## config.mk

```make
export PLATFORM = sky130hd
export DESIGN_NAME = ipc_ingress_parser
export DESIGN_NICKNAME = d
export VERILOG_FILES = /design/src/rtl/ipc_pkg.sv /design/src/rtl/ipc_word_classify.sv /design/src/rtl/ipc_lid_map.sv /design/src/rtl/ipc_xfer_track.sv /design/src/rtl/ipc_ingress_parser.sv
export SDC_FILE = /design/constraint.sdc
export NUM_CORES = 1
export LEC_CHECK = 0
export BUFFER_PORTS_ARGS = -buffer_cell sky130_fd_sc_hd__clkbuf_2
export CAP_MARGIN = 25
export CORE_ASPECT_RATIO = 0.7
export CORE_MARGIN = 3
export CORE_UTILIZATION = 55
export CTS_CLUSTER_DIAMETER = 80
export DETAILED_ROUTE_END_ITERATION = 10
export GPL_ROUTABILITY_DRIVEN = 0
export PLACE_DENSITY_LB_ADDON = 0.05
export SYNTH_ARGS = -nofsm -noshare
export SYNTH_HDL_FRONTEND = slang
export SYNTH_SLANG_ARGS = --single-unit
```

## constraint.sdc

```tcl
create_clock -name clk -period 3.02 [get_ports clk]
set_clock_uncertainty 0.05 [all_clocks]
set_input_delay 0.302 -clock clk [delete_from_list [all_inputs] [get_ports clk]]
set_output_delay 0.302 -clock clk [all_outputs]
set_load 0.01 [all_outputs]
```

## src/rtl/ipc_pkg.sv

```systemverilog
package ipc_pkg;
   localparam int WORD_W = 16;
   localparam int PORT_W = 8;
   localparam logic [WORD_W-1:0] TRAIN_CODE = 16'h0FFF;

   typedef enum logic [2:0] {
      WK_DATA, WK_PCTL, WK_IDLE, WK_TRAIN, WK_RSVD
   } word_kind_e;

   typedef enum logic [1:0] {
      ES_NONE  = 2'b00,
      ES_ABORT = 2'b01,
      ES_TWO   = 2'b10,
      ES_ONE   = 2'b11
   } end_st_e;

   typedef struct packed {
      end_st_e            est;
      logic               sop;
      logic [PORT_W-1:0]  port;
   } ctl_fields_t;
endpackage

```

## src/rtl/ipc_word_classify.sv

```systemverilog
module ipc_word_classify
   import ipc_pkg::*;
(
   input  logic              ctl,
   input  logic [WORD_W-1:0] word,
   output word_kind_e        kind,
   output ctl_fields_t       fields
);
   logic idle_shape;

   always_comb begin
      fields.est  = end_st_e'(word[14:13]);
      fields.sop  = word[12];
      fields.port = word[11:4];
   end

   assign idle_shape = (word[12:4] == '0);

   always_comb begin
      if (!ctl)
         kind = WK_DATA;
      else if (word[15])
         kind = WK_PCTL;
      else if (word == TRAIN_CODE)
         kind = WK_TRAIN;
      else if (idle_shape)
         kind = WK_IDLE;
      else
         kind = WK_RSVD;
   end
endmodule

```

## src/rtl/ipc_lid_map.sv

```systemverilog
module ipc_lid_map
   import ipc_pkg::*;
#(
   parameter int NUM_LP = 16,
   parameter int LID_W  = 4
)(
   input  logic              clk,
   input  logic              rst_n,
   input  logic              in_sync,
   input  logic              wr_en,
   input  logic [PORT_W-1:0] wr_lp,
   input  logic [LID_W-1:0]  wr_lid,
   input  logic              wr_act,
   input  logic [PORT_W-1:0] rd_lp,
   output logic              rd_act,
   output logic [LID_W-1:0]  rd_lid,
   output logic              cfg_err
);
   logic             act_q [NUM_LP];
   logic [LID_W-1:0] lid_q [NUM_LP];
   logic [NUM_LP-1:0] clash;
   logic [NUM_LP-1:0] act_vec;
   logic [NUM_LP*LID_W-1:0] lid_vec;
   logic lp_range_bad, reject, accept, cfg_err_q;

   assign lp_range_bad = (int'(wr_lp) >= NUM_LP);
   assign reject = in_sync || lp_range_bad || (wr_act && (|clash));
   assign accept = wr_en && !reject;

   for (genvar i = 0; i < NUM_LP; i++) begin : g_entry
      assign clash[i] = act_q[i] && (lid_q[i] == wr_lid) && (wr_lp != PORT_W'(i));
      assign act_vec[i] = act_q[i];
      assign lid_vec[i*LID_W +: LID_W] = lid_q[i];

      always_ff @(posedge clk or negedge rst_n) begin
         if (!rst_n) begin
            act_q[i] <= 1'b0;
            lid_q[i] <= '0;
         end else if (accept && (wr_lp == PORT_W'(i))) begin
            act_q[i] <= wr_act;
            lid_q[i] <= wr_lid;
         end
      end
   end

   always_comb begin
      rd_act = 1'b0;
      rd_lid = '0;
      for (int i = 0; i < NUM_LP; i++) begin
         if (rd_lp == PORT_W'(i)) begin
            rd_act = act_q[i];
            rd_lid = lid_q[i];
         end
      end
   end

   always_ff @(posedge clk or negedge rst_n) begin
      if (!rst_n) cfg_err_q <= 1'b0;
      else        cfg_err_q <= cfg_err_q | (wr_en && reject);
   end
   assign cfg_err = cfg_err_q;

   // the table is frozen while the link stays in sync
   p_frozen_in_sync_r10: assert property (@(posedge clk) disable iff (!rst_n)
      (in_sync && $past(in_sync)) |-> ($stable(act_vec) && $stable(lid_vec)));
   // a rejected write leaves a lasting flag
   p_cfg_sticky_r10: assert property (@(posedge clk) disable iff (!rst_n)
      $past(cfg_err) |-> cfg_err);
endmodule

```

## src/rtl/ipc_xfer_track.sv

```systemverilog
module ipc_xfer_track
   import ipc_pkg::*;
#(
   parameter int LID_W       = 4,
   parameter int BURST_WORDS = 8,
   parameter int STAT_W      = 16,
   parameter bit CHECK_ALIGN = 1'b1
)(
   input  logic              clk,
   input  logic              rst_n,
   input  logic              in_sync,
   input  logic              rx_valid,
   input  logic [WORD_W-1:0] rx_word,
   input  logic              rx_dip_err,
   input  word_kind_e        kind,
   input  ctl_fields_t       fields,
   input  logic              rd_act,
   input  logic [LID_W-1:0]  rd_lid,
   output logic              out_valid,
   output logic [WORD_W-1:0] out_data,
   output logic              out_sop,
   output logic              out_eop,
   output logic              out_abort,
   output logic              out_err,
   output logic [1:0]        out_len,
   output logic [LID_W-1:0]  out_lid,
   output logic              ev_bus_err,
   output logic              ev_inactive,
   output logic              ev_dip,
   output logic              stat_valid,
   output logic [STAT_W-1:0] stat_bytes
);
   localparam int CNT_W = $clog2(BURST_WORDS);
   localparam int WRD_W = STAT_W - 1;

   logic              open_q, act_q, sop_q, prev_pctl_q, train_q, err_q;
   logic [LID_W-1:0]  lid_q;
   logic [CNT_W-1:0]  cnt_q;
   logic [WRD_W-1:0]  words_q;
   logic              pend_q, pend_sop_q;
   logic [WORD_W-1:0] pend_data_q;
   logic [LID_W-1:0]  pend_lid_q;

   logic    live, closing, is_data, fwd, emit, emit_eop, dip_c, err_now;
   logic    orphan, b2b, rsvd, unalign, bus_err_c;
   end_st_e est;

   assign live     = rx_valid && in_sync;
   assign closing  = live && (kind == WK_PCTL || kind == WK_IDLE || kind == WK_TRAIN);
   assign est      = (kind == WK_TRAIN) ? ES_NONE : fields.est;
   assign is_data  = live && (kind == WK_DATA);
   assign fwd      = is_data && !train_q && open_q && act_q;
   assign emit     = pend_q && (closing || fwd);
   assign emit_eop = closing && (est != ES_NONE);
   assign dip_c    = live && (kind != WK_DATA) && rx_dip_err;
   assign err_now  = err_q | dip_c;
   assign orphan   = is_data && !train_q && !open_q;
   assign b2b      = live && (kind == WK_PCTL) && prev_pctl_q;
   assign rsvd     = live && (kind == WK_RSVD);

   if (CHECK_ALIGN) begin : g_align_chk
      assign unalign = closing && open_q && (cnt_q != '0) && (est == ES_NONE);
   end else begin : g_align_off
      assign unalign = 1'b0;
   end

   assign bus_err_c = rsvd | b2b | orphan | unalign;

   // event and output stage
   always_ff @(posedge clk or negedge rst_n) begin
      if (!rst_n) begin
         out_valid   <= 1'b0;
         out_data    <= '0;
         out_sop     <= 1'b0;
         out_eop     <= 1'b0;
         out_abort   <= 1'b0;
         out_err     <= 1'b0;
         out_len     <= 2'd0;
         out_lid     <= '0;
         ev_bus_err  <= 1'b0;
         ev_inactive <= 1'b0;
         ev_dip      <= 1'b0;
         stat_valid  <= 1'b0;
         stat_bytes  <= '0;
      end else begin
         out_valid <= emit;
         if (emit) begin
            out_data  <= pend_data_q;
            out_sop   <= pend_sop_q;
            out_lid   <= pend_lid_q;
            out_eop   <= emit_eop;
            out_abort <= emit_eop && (est == ES_ABORT);
            out_len   <= (emit_eop && est == ES_ONE) ? 2'd1 : 2'd2;
            out_err   <= err_now;
         end
         ev_bus_err  <= bus_err_c;
         ev_inactive <= live && (kind == WK_PCTL) && !rd_act;
         ev_dip      <= dip_c;
         stat_valid  <= closing && open_q && act_q && (words_q != '0);
         stat_bytes  <= {words_q, 1'b0} - STAT_W'((est == ES_ONE) ? 1 : 0);
      end
   end

   // transfer state
   always_ff @(posedge clk or negedge rst_n) begin
      if (!rst_n) begin
         open_q      <= 1'b0;
         act_q       <= 1'b0;
         sop_q       <= 1'b0;
         prev_pctl_q <= 1'b0;
         train_q     <= 1'b0;
         err_q       <= 1'b0;
         lid_q       <= '0;
         cnt_q       <= '0;
         words_q     <= '0;
      end else if (!in_sync) begin
         open_q      <= 1'b0;
         prev_pctl_q <= 1'b0;
         train_q     <= 1'b0;
         err_q       <= 1'b0;
      end else if (rx_valid) begin
         err_q <= err_now & ~(emit && emit_eop);
         case (kind)
            WK_PCTL: begin
               open_q      <= 1'b1;
               act_q       <= rd_act;
               lid_q       <= rd_lid;
               sop_q       <= fields.sop;
               cnt_q       <= '0;
               words_q     <= '0;
               prev_pctl_q <= 1'b1;
               train_q     <= 1'b0;
            end
            WK_IDLE: begin
               open_q      <= 1'b0;
               prev_pctl_q <= 1'b0;
               train_q     <= 1'b0;
            end
            WK_TRAIN: begin
               open_q      <= 1'b0;
               prev_pctl_q <= 1'b0;
               train_q     <= 1'b1;
            end
            WK_DATA: begin
               prev_pctl_q <= 1'b0;
               if (!train_q && open_q) begin
                  cnt_q   <= cnt_q + 1'b1;
                  words_q <= words_q + 1'b1;
                  if (act_q) sop_q <= 1'b0;
               end
            end
            default: ;
         endcase
      end
   end

   // one-word holding register: the end tag is only known from the next word
   always_ff @(posedge clk or negedge rst_n) begin
      if (!rst_n) begin
         pend_q      <= 1'b0;
         pend_sop_q  <= 1'b0;
         pend_data_q <= '0;
         pend_lid_q  <= '0;
      end else if (!in_sync) begin
         pend_q <= 1'b0;
      end else if (fwd) begin
         pend_q      <= 1'b1;
         pend_sop_q  <= sop_q;
         pend_data_q <= rx_word;
         pend_lid_q  <= lid_q;
      end else if (emit) begin
         pend_q <= 1'b0;
      end
   end

   // abort only on an ending word
   p_abort_needs_eop_r3: assert property (@(posedge clk) disable iff (!rst_n)
      (out_valid && out_abort) |-> out_eop);
   // a word that does not end a packet is full width
   p_mid_len_two_r3: assert property (@(posedge clk) disable iff (!rst_n)
      (out_valid && !out_eop) |-> (out_len == 2'd2));
   // out of sync means quiet outputs
   p_quiet_unsync_r12: assert property (@(posedge clk) disable iff (!rst_n)
      !$past(in_sync) |-> (!out_valid && !ev_bus_err && !ev_dip && !stat_valid));
   // a reported transfer always has bytes
   p_stat_nonzero_r11: assert property (@(posedge clk) disable iff (!rst_n)
      stat_valid |-> (stat_bytes != '0));
   // nothing is forwarded from an inactive port
   p_inactive_silent_r7: assert property (@(posedge clk) disable iff (!rst_n)
      (open_q && !act_q && $past(open_q) && !$past(act_q)) |-> !out_valid);
endmodule

```

## src/rtl/ipc_ingress_parser.sv

```systemverilog
module ipc_ingress_parser
   import ipc_pkg::*;
#(
   parameter int NUM_LP      = 16,
   parameter int LID_W       = 4,
   parameter int BURST_WORDS = 8,
   parameter int STAT_W      = 16,
   parameter bit CHECK_ALIGN = 1'b1
)(
   input  logic              clk,
   input  logic              rst_n,
   input  logic              in_sync,
   input  logic              rx_valid,
   input  logic              rx_ctl,
   input  logic [15:0]       rx_word,
   input  logic              rx_dip_err,
   input  logic              map_we,
   input  logic [7:0]        map_lp,
   input  logic [LID_W-1:0]  map_lid,
   input  logic              map_active,
   output logic              out_valid,
   output logic [15:0]       out_data,
   output logic              out_sop,
   output logic              out_eop,
   output logic              out_abort,
   output logic              out_err,
   output logic [1:0]        out_len,
   output logic [LID_W-1:0]  out_lid,
   output logic              ev_bus_err,
   output logic              ev_inactive,
   output logic              ev_dip,
   output logic              stat_valid,
   output logic [STAT_W-1:0] stat_bytes,
   output logic              cfg_err
);
   if (NUM_LP < 1 || NUM_LP > 256) begin : g_bad_lp
      $error("NUM_LP must lie in 1..256");
   end
   if (LID_W < 1 || (1 << LID_W) < 1) begin : g_bad_lid
      $error("LID_W must be at least 1");
   end
   if (BURST_WORDS < 2 || (BURST_WORDS & (BURST_WORDS - 1)) != 0) begin : g_bad_burst
      $error("BURST_WORDS must be a power of two of at least 2");
   end
   if (STAT_W < 4) begin : g_bad_stat
      $error("STAT_W must be at least 4");
   end

   word_kind_e  kind;
   ctl_fields_t fields;
   logic        rd_act;
   logic [LID_W-1:0] rd_lid;

   ipc_word_classify u_classify (
      .ctl    (rx_ctl),
      .word   (rx_word),
      .kind   (kind),
      .fields (fields)
   );

   ipc_lid_map #(.NUM_LP(NUM_LP), .LID_W(LID_W)) u_map (
      .clk     (clk),
      .rst_n   (rst_n),
      .in_sync (in_sync),
      .wr_en   (map_we),
      .wr_lp   (map_lp),
      .wr_lid  (map_lid),
      .wr_act  (map_active),
      .rd_lp   (fields.port),
      .rd_act  (rd_act),
      .rd_lid  (rd_lid),
      .cfg_err (cfg_err)
   );

   ipc_xfer_track #(
      .LID_W(LID_W), .BURST_WORDS(BURST_WORDS),
      .STAT_W(STAT_W), .CHECK_ALIGN(CHECK_ALIGN)
   ) u_track (
      .clk         (clk),
      .rst_n       (rst_n),
      .in_sync     (in_sync),
      .rx_valid    (rx_valid),
      .rx_word     (rx_word),
      .rx_dip_err  (rx_dip_err),
      .kind        (kind),
      .fields      (fields),
      .rd_act      (rd_act),
      .rd_lid      (rd_lid),
      .out_valid   (out_valid),
      .out_data    (out_data),
      .out_sop     (out_sop),
      .out_eop     (out_eop),
      .out_abort   (out_abort),
      .out_err     (out_err),
      .out_len     (out_len),
      .out_lid     (out_lid),
      .ev_bus_err  (ev_bus_err),
      .ev_inactive (ev_inactive),
      .ev_dip      (ev_dip),
      .stat_valid  (stat_valid),
      .stat_bytes  (stat_bytes)
   );
endmodule

```

### Yosys cells after proc, flatten, opt, wreduce, memory -nomap -nowiden

Cells that the tools add are included.

* eq/ne operators: 75
* reduce and logical (&&, ||, !) cells: 106
* $lt $le $gt $ge: 1
* multiplexer cells: 60
* add/subtract/negate cells: 3
* bitwise logic cells: 7

Operators with widths (count)
* $eq A8 B4 Y1 const B: 16
* $logic_and A1 B1 Y1: 75
* $eq A4 B4 Y1: 16
* $eq A8 B3 Y1 const B: 8
* $mux W4: 16
* $ne A8 B4 Y1 const B: 8
* $eq A8 B2 Y1 const B: 4
* $ne A8 B3 Y1 const B: 4
* $mux W1: 30
* $pmux W15 S2: 1
* $eq A16 B12 Y1 const B: 1
* $eq A8 B1 Y1 const B: 2
* $logic_not A8 Y1: 2
* $ne A8 B2 Y1 const B: 2
* $reduce_or A16 Y1: 1
* $sub A16 B16 Y16: 1
* $add A15 B1 Y15 const B: 1
* $mux W15: 1
* $mux W3: 5
* $reduce_bool A15 Y1: 1
* $logic_not A9 Y1: 1
* $ne A3 B2 Y1 const B: 3
* $ge A8 B5 Y1 const B: 1
* $ne A8 B1 Y1 const B: 1
* other kinds (28): 51

* bits of input ports: 36
* register bits after elaboration: 178
* output and inout port bits: 48
* word-level logic and storage cells: 311

### Logic depth before layout (Yosys ltp)

* depth after elaboration: 19
* gate-level depth with buffers: 12
* depth with buffers taken out: 9

### By module

A second synthesis with hierarchy kept.

* cells, all modules: 884
* area, all modules: 9580.4 µm²

By module, submodules not included
* ipc_lid_map: cells each 507, instances 1, seq. area each 2026.9 µm², area an instance 5181.2 µm²
* ipc_xfer_track: cells each 352, instances 1, seq. area each 2427.3 µm², area an instance 4210.3 µm²
* ipc_word_classify: cells each 25, instances 1, seq. area each 0.0 µm², area an instance 188.9 µm²

### Least setup slack after synthesis

Ideal clock, no wire load.

* path type: input-to-reg
* start: in map_lp[7]
* end: reg u_map.lid_q[38] (netlist name)
* library setup time: 0.128 ns
* path slack: -0.293 ns
* stages on the path: 9
* data required time: 2.842 ns
* arrival: 3.135 ns
* path buffers: 1
* cells stage by stage: or4_4 or3_4 o211a_1 a21oi_1 or4b_4 o41ai_4 buf_6 nand3_1 mux2_1

* word-level cells in the longest chain between the ends: 8
* elaborated cells on any way between the ends: 41
* classes of those cells: 1 x order compare; 16 x eq/ne; 24 x reduce/logical

Ends and longest elaborated chain
* from (decl): RTL line ipc_ingress_parser.sv:18 `input logic [7:0] map_lp,`
* $ne A8 B1 Y1, or another cell as far along: RTL line ipc_lid_map.sv:31 `assign clash[i] = act_q[i] && (lid_q[i] == wr_lid) && (wr_lp != PORT_W'(i));`
* $logic_and A1 B1 Y1: RTL line ipc_lid_map.sv:31
* $reduce_or A16 Y1: RTL line ipc_lid_map.sv:27 `assign reject = in_sync || lp_range_bad || (wr_act && (|clash));`
* $logic_and A1 B1 Y1: RTL line ipc_lid_map.sv:27
* $logic_or A1 B1 Y1: RTL line ipc_lid_map.sv:27
* $logic_not A1 Y1: RTL line ipc_lid_map.sv:28 `assign accept = wr_en && !reject;`
* $logic_and A1 B1 Y1: RTL line ipc_lid_map.sv:28
* $logic_and A1 B1 Y1 *: RTL line ipc_lid_map.sv:39 `end else if (accept && (wr_lp == PORT_W'(i))) begin`
* to (signal, indexed assignment): RTL line ipc_lid_map.sv:41 `lid_q[i] <= wr_lid;`
* to (decl): RTL line ipc_lid_map.sv:20 `logic [LID_W-1:0] lid_q [NUM_LP];`

Mark *: on every way between the ends. The rest lies on a longest branch, timed or not.
A chain may end at the register's enable or synchronous reset.

### Worst setup path in the final report

* start: in map_lp[7]
* end: reg u_map.lid_q[57] (netlist name)

The elaborated chain is that of the path after synthesis.

==> qor.yml <==
setup_slack_ps: 58.8
p_comb_share_pct: 9.5
synth.net_count: 928
clockPowerShare_pct: 41.6
clkLatencyLatePin_ps: 430
synth-seq-cells: 178
core_mm2: 0.0159
pre_cts_ws_ps: -397
syn_area_mm2: 0.00917
ir_drop_mv: 0.282
drt_iter0_markers: 708
grt_pass1_wl_um: 41500
port_buffers: 83
min_path_type: "input port to flip-flop"
dieHeight_um: 114
yosys_warnings: 0
final_max_slew_viol_count: 0
drv_cap: 0
synthesis.instances: 887
status: "completed"
criticalPathCategory: "input port to flip-flop"
layout_common_cells: "dfrtp_1, nand2_1, mux2_2"
end_kind: "flip-flop"
internal-power_mw: 3.69
antenna_found_initial: 0
nets: 1039
drc_errors: 0
synth_edf_count: 0
synth_mux_area_share_pct: 13.3
grt_pass1_vias: 7454
drive_above_1_share_pct: 29.4
final_util_pct: 67.9
vias_per_cell: 6.09
slew_headroom_pct: 56.5
clock-root-buffer: "clkbuf_16"
grt_max_degree: 66
ant_nets: 0
synth_cell_types: 66
ys_async_sr_fraction_pct: 100
synth_xor_area_share_pct: 8.21
avgRoutedWirePerCell_um: 21.0
grt-ovfl-total: 0
htreeDepth: 4
cts_tree: "built"
reg2reg_from: "u_map.lid_q[10]"
syn_avg_cell_area_um2: 10.3
crit_family: "simple AND/OR/NAND/NOR gates"
synth_compound_area_share_pct: 10.1
cts_sinks: 178
antenna_cells: 0
crit_path_cell_trace: "buf_6 -> or4_4 -> or3_4 -> o211a_1 -> a21oi_1 -> or4b_4 -> o41ai_4 -> buf_12 -> or2b_4 -> mux2_4"
gr-usage-all-layers_pct: 29.2
hold_viol: 0
yosysSeqAreaShare_pct: 48.6
synth_ff_type: "dfrtp_1"
worstMarginPinSlew_ps: 648
synthAdderAreaFrac_pct: 0.682
crit_fanout: 6
crit_path_start: "map_lp[7]"
fin_crit_ps: 2960
die_area_mm2: 0.0183
rsz0062_at_grt: "yes"
slowest_delay_ps: 540
powerDensity_mw_per_mm2: 467
slowest_stage: "or4_4"
wirelength_um: 25900
swShare_pct: 26.9
critPathRequiredTime_ps: 3290
fp-row-count: 38
setup_viol: 0
io_pins: 84
critPathArrivalTime_ps: 3230
critPathBufInv: 2
period_share_pct: 98.1
fmax_ghz: 0.338
crit_path_start_kind: "input port"
dr.pass1.iters: 5
p_leak_nw: 5.30
yosys.area_share.simple_pct: 16.3
synth_top_family_by_area: "simple AND/OR/NAND/NOR gates"
die-width_um: 160
cts_buffers: 17
min_from: "rx_word[2]"
dpl.hpwl_um: 18400
path_clk_slew_ps: 70
num_vias: 7494
floorplan.initialDensity_pct: 57.6
p_sw_mw: 1.36
share_seq_of_total_power_pct: 48.9
clk_path_buf_depth: 2
fillCellCount: 1242
final_common_cell: "dfrtp_1"
areaGrowthSynthToFinish_pct: 17.9
## flip-flops by register name (all words and copies together) (netlist names), 2 cells and up
| name | cells |
|---|---|
| u_map.lid_q | 64 |
| u_track.cnt_q | 3 |
| u_track.out_lid | 4 |
| u_track.lid_q | 4 |
| u_track.pend_lid_q | 4 |
| u_track.words_q | 15 |
| u_track.out_data | 16 |
| u_track.pend_data_q | 16 |
| u_track.stat_bytes | 16 |
| u_map.act_q | 16 |
| u_track.out_len | 2 |
## per-layer routing
layer  global-route usage (%)  part of all wire [%]  vias to the layer above
met1                     42.1                    44                     3718
met2                     41.6                    42                      397
li1                         -                     -                     3336
met3                     10.7                    12                       43
met4                     8.27                   1.5                        0
met5                        0                     0                        -
## cells in the mapped netlist (all sizes together), types with 5 or more instances
library cell	n	area [µm²]
buf	11	53.8
a21oi	26	130
o2111ai	7	61.3
nor2	60	225
a221oi	5	43.8
xnor2	38	333
o22a	16	140
nor3	22	110
clkbuf	43	161
inv	12	45.0
nand3	41	225
nand2	123	462
o21ai	27	135
dfrtp	178	4450
ha	5	62.6
and3	8	50.1
nand4	5	31.3
xor2	48	420
nand2b	8	50.1
mux2	97	1090
mux2i	6	60.1
o22ai	8	50.1
nor4	9	56.3
nor2b	11	68.8
and2	6	37.5
or3	7	48.8
## kinds of logic (layout without fill, tap and decap cells)
kind of cell             Yosys count  after routing
AND/OR/NAND/NOR                  314            314
flip-flops                       178            178
AO/OA/AOI/OAI                    131            131
multiplexers                     106            106
XOR/XNOR                          86             86
buffers and inverters             67            191
adder cells (fa/ha/maj)            5              5
## power by group through the flow
stage                     combinational (mW)  sequential, mW  clock (mW)
after floorplan                        0.231            2.52           0
after global placement                 0.460            2.51           0
after detailed placement               0.469            2.51           0
after CTS                              0.472            2.47        2.13
after global routing                   0.523            2.47        2.21
final                                  0.477            2.47        2.10
## area by class of cell
cell class	count	area (µm²)	area share [%]
Timing Repair Buffer	146	978	9.05
Clock inverter	15	123	1.13
Clock buffer	17	425	3.93
Sequential cell	178	4450	41.2
Tap cell	220	275	2.55
Inverter	13	48.8	0.451
Multi-Input combinational cell	642	4510	41.7
## metrics by stage
| step | power (mW) | hold slack, ps | std cells | cell area, µm² | setup TNS, ps |
|---|---|---|---|---|---|
| 2_1_floorplan | 2.75 | -43.6 | 887 | 9220 | -8480 |
| 3_3_place_gp | 2.97 | 278 | 1195 | 10200 | -16740 |
| 3_5_place_dp | 2.98 | 284 | 1195 | 10200 | -20020 |
| 4_1_cts | 5.07 | 11.7 | 1228 | 10800 | 0 |
| 5_1_grt | 5.21 | 38.9 | 1231 | 10800 | -498 |
| 6_report | 5.05 | 25.1 | 1231 | 10800 | 0 |
## worst min-delay path, delay by kind of cell
family	cells	cell delay [ps]
buffers and inverters	1	90
and+or+nand+nor	2	80
## repair_timing
item,in CTS,in global routing
hold buffers,1,0
setup endpoints to repair,0,16
setup buffers,0,3
resized for setup,0,5
hold endpoints to repair,62,0
## worst paths after layout
check	endpoint	cells past startpoint	slack (ps)
worst max-delay path	u_map.lid_q[57]	10	60
worst min-delay path	u_track.pend_data_q[2]	3	30
worst max register to register	u_map.lid_q[57]	9	230
worst min register to register	u_map.cfg_err	1	410
max in group asynchronous	u_map.lid_q[12]	3	1720
min in group asynchronous	u_map.act_q[11]	2	400
Power figures use the tool's default switching activity.
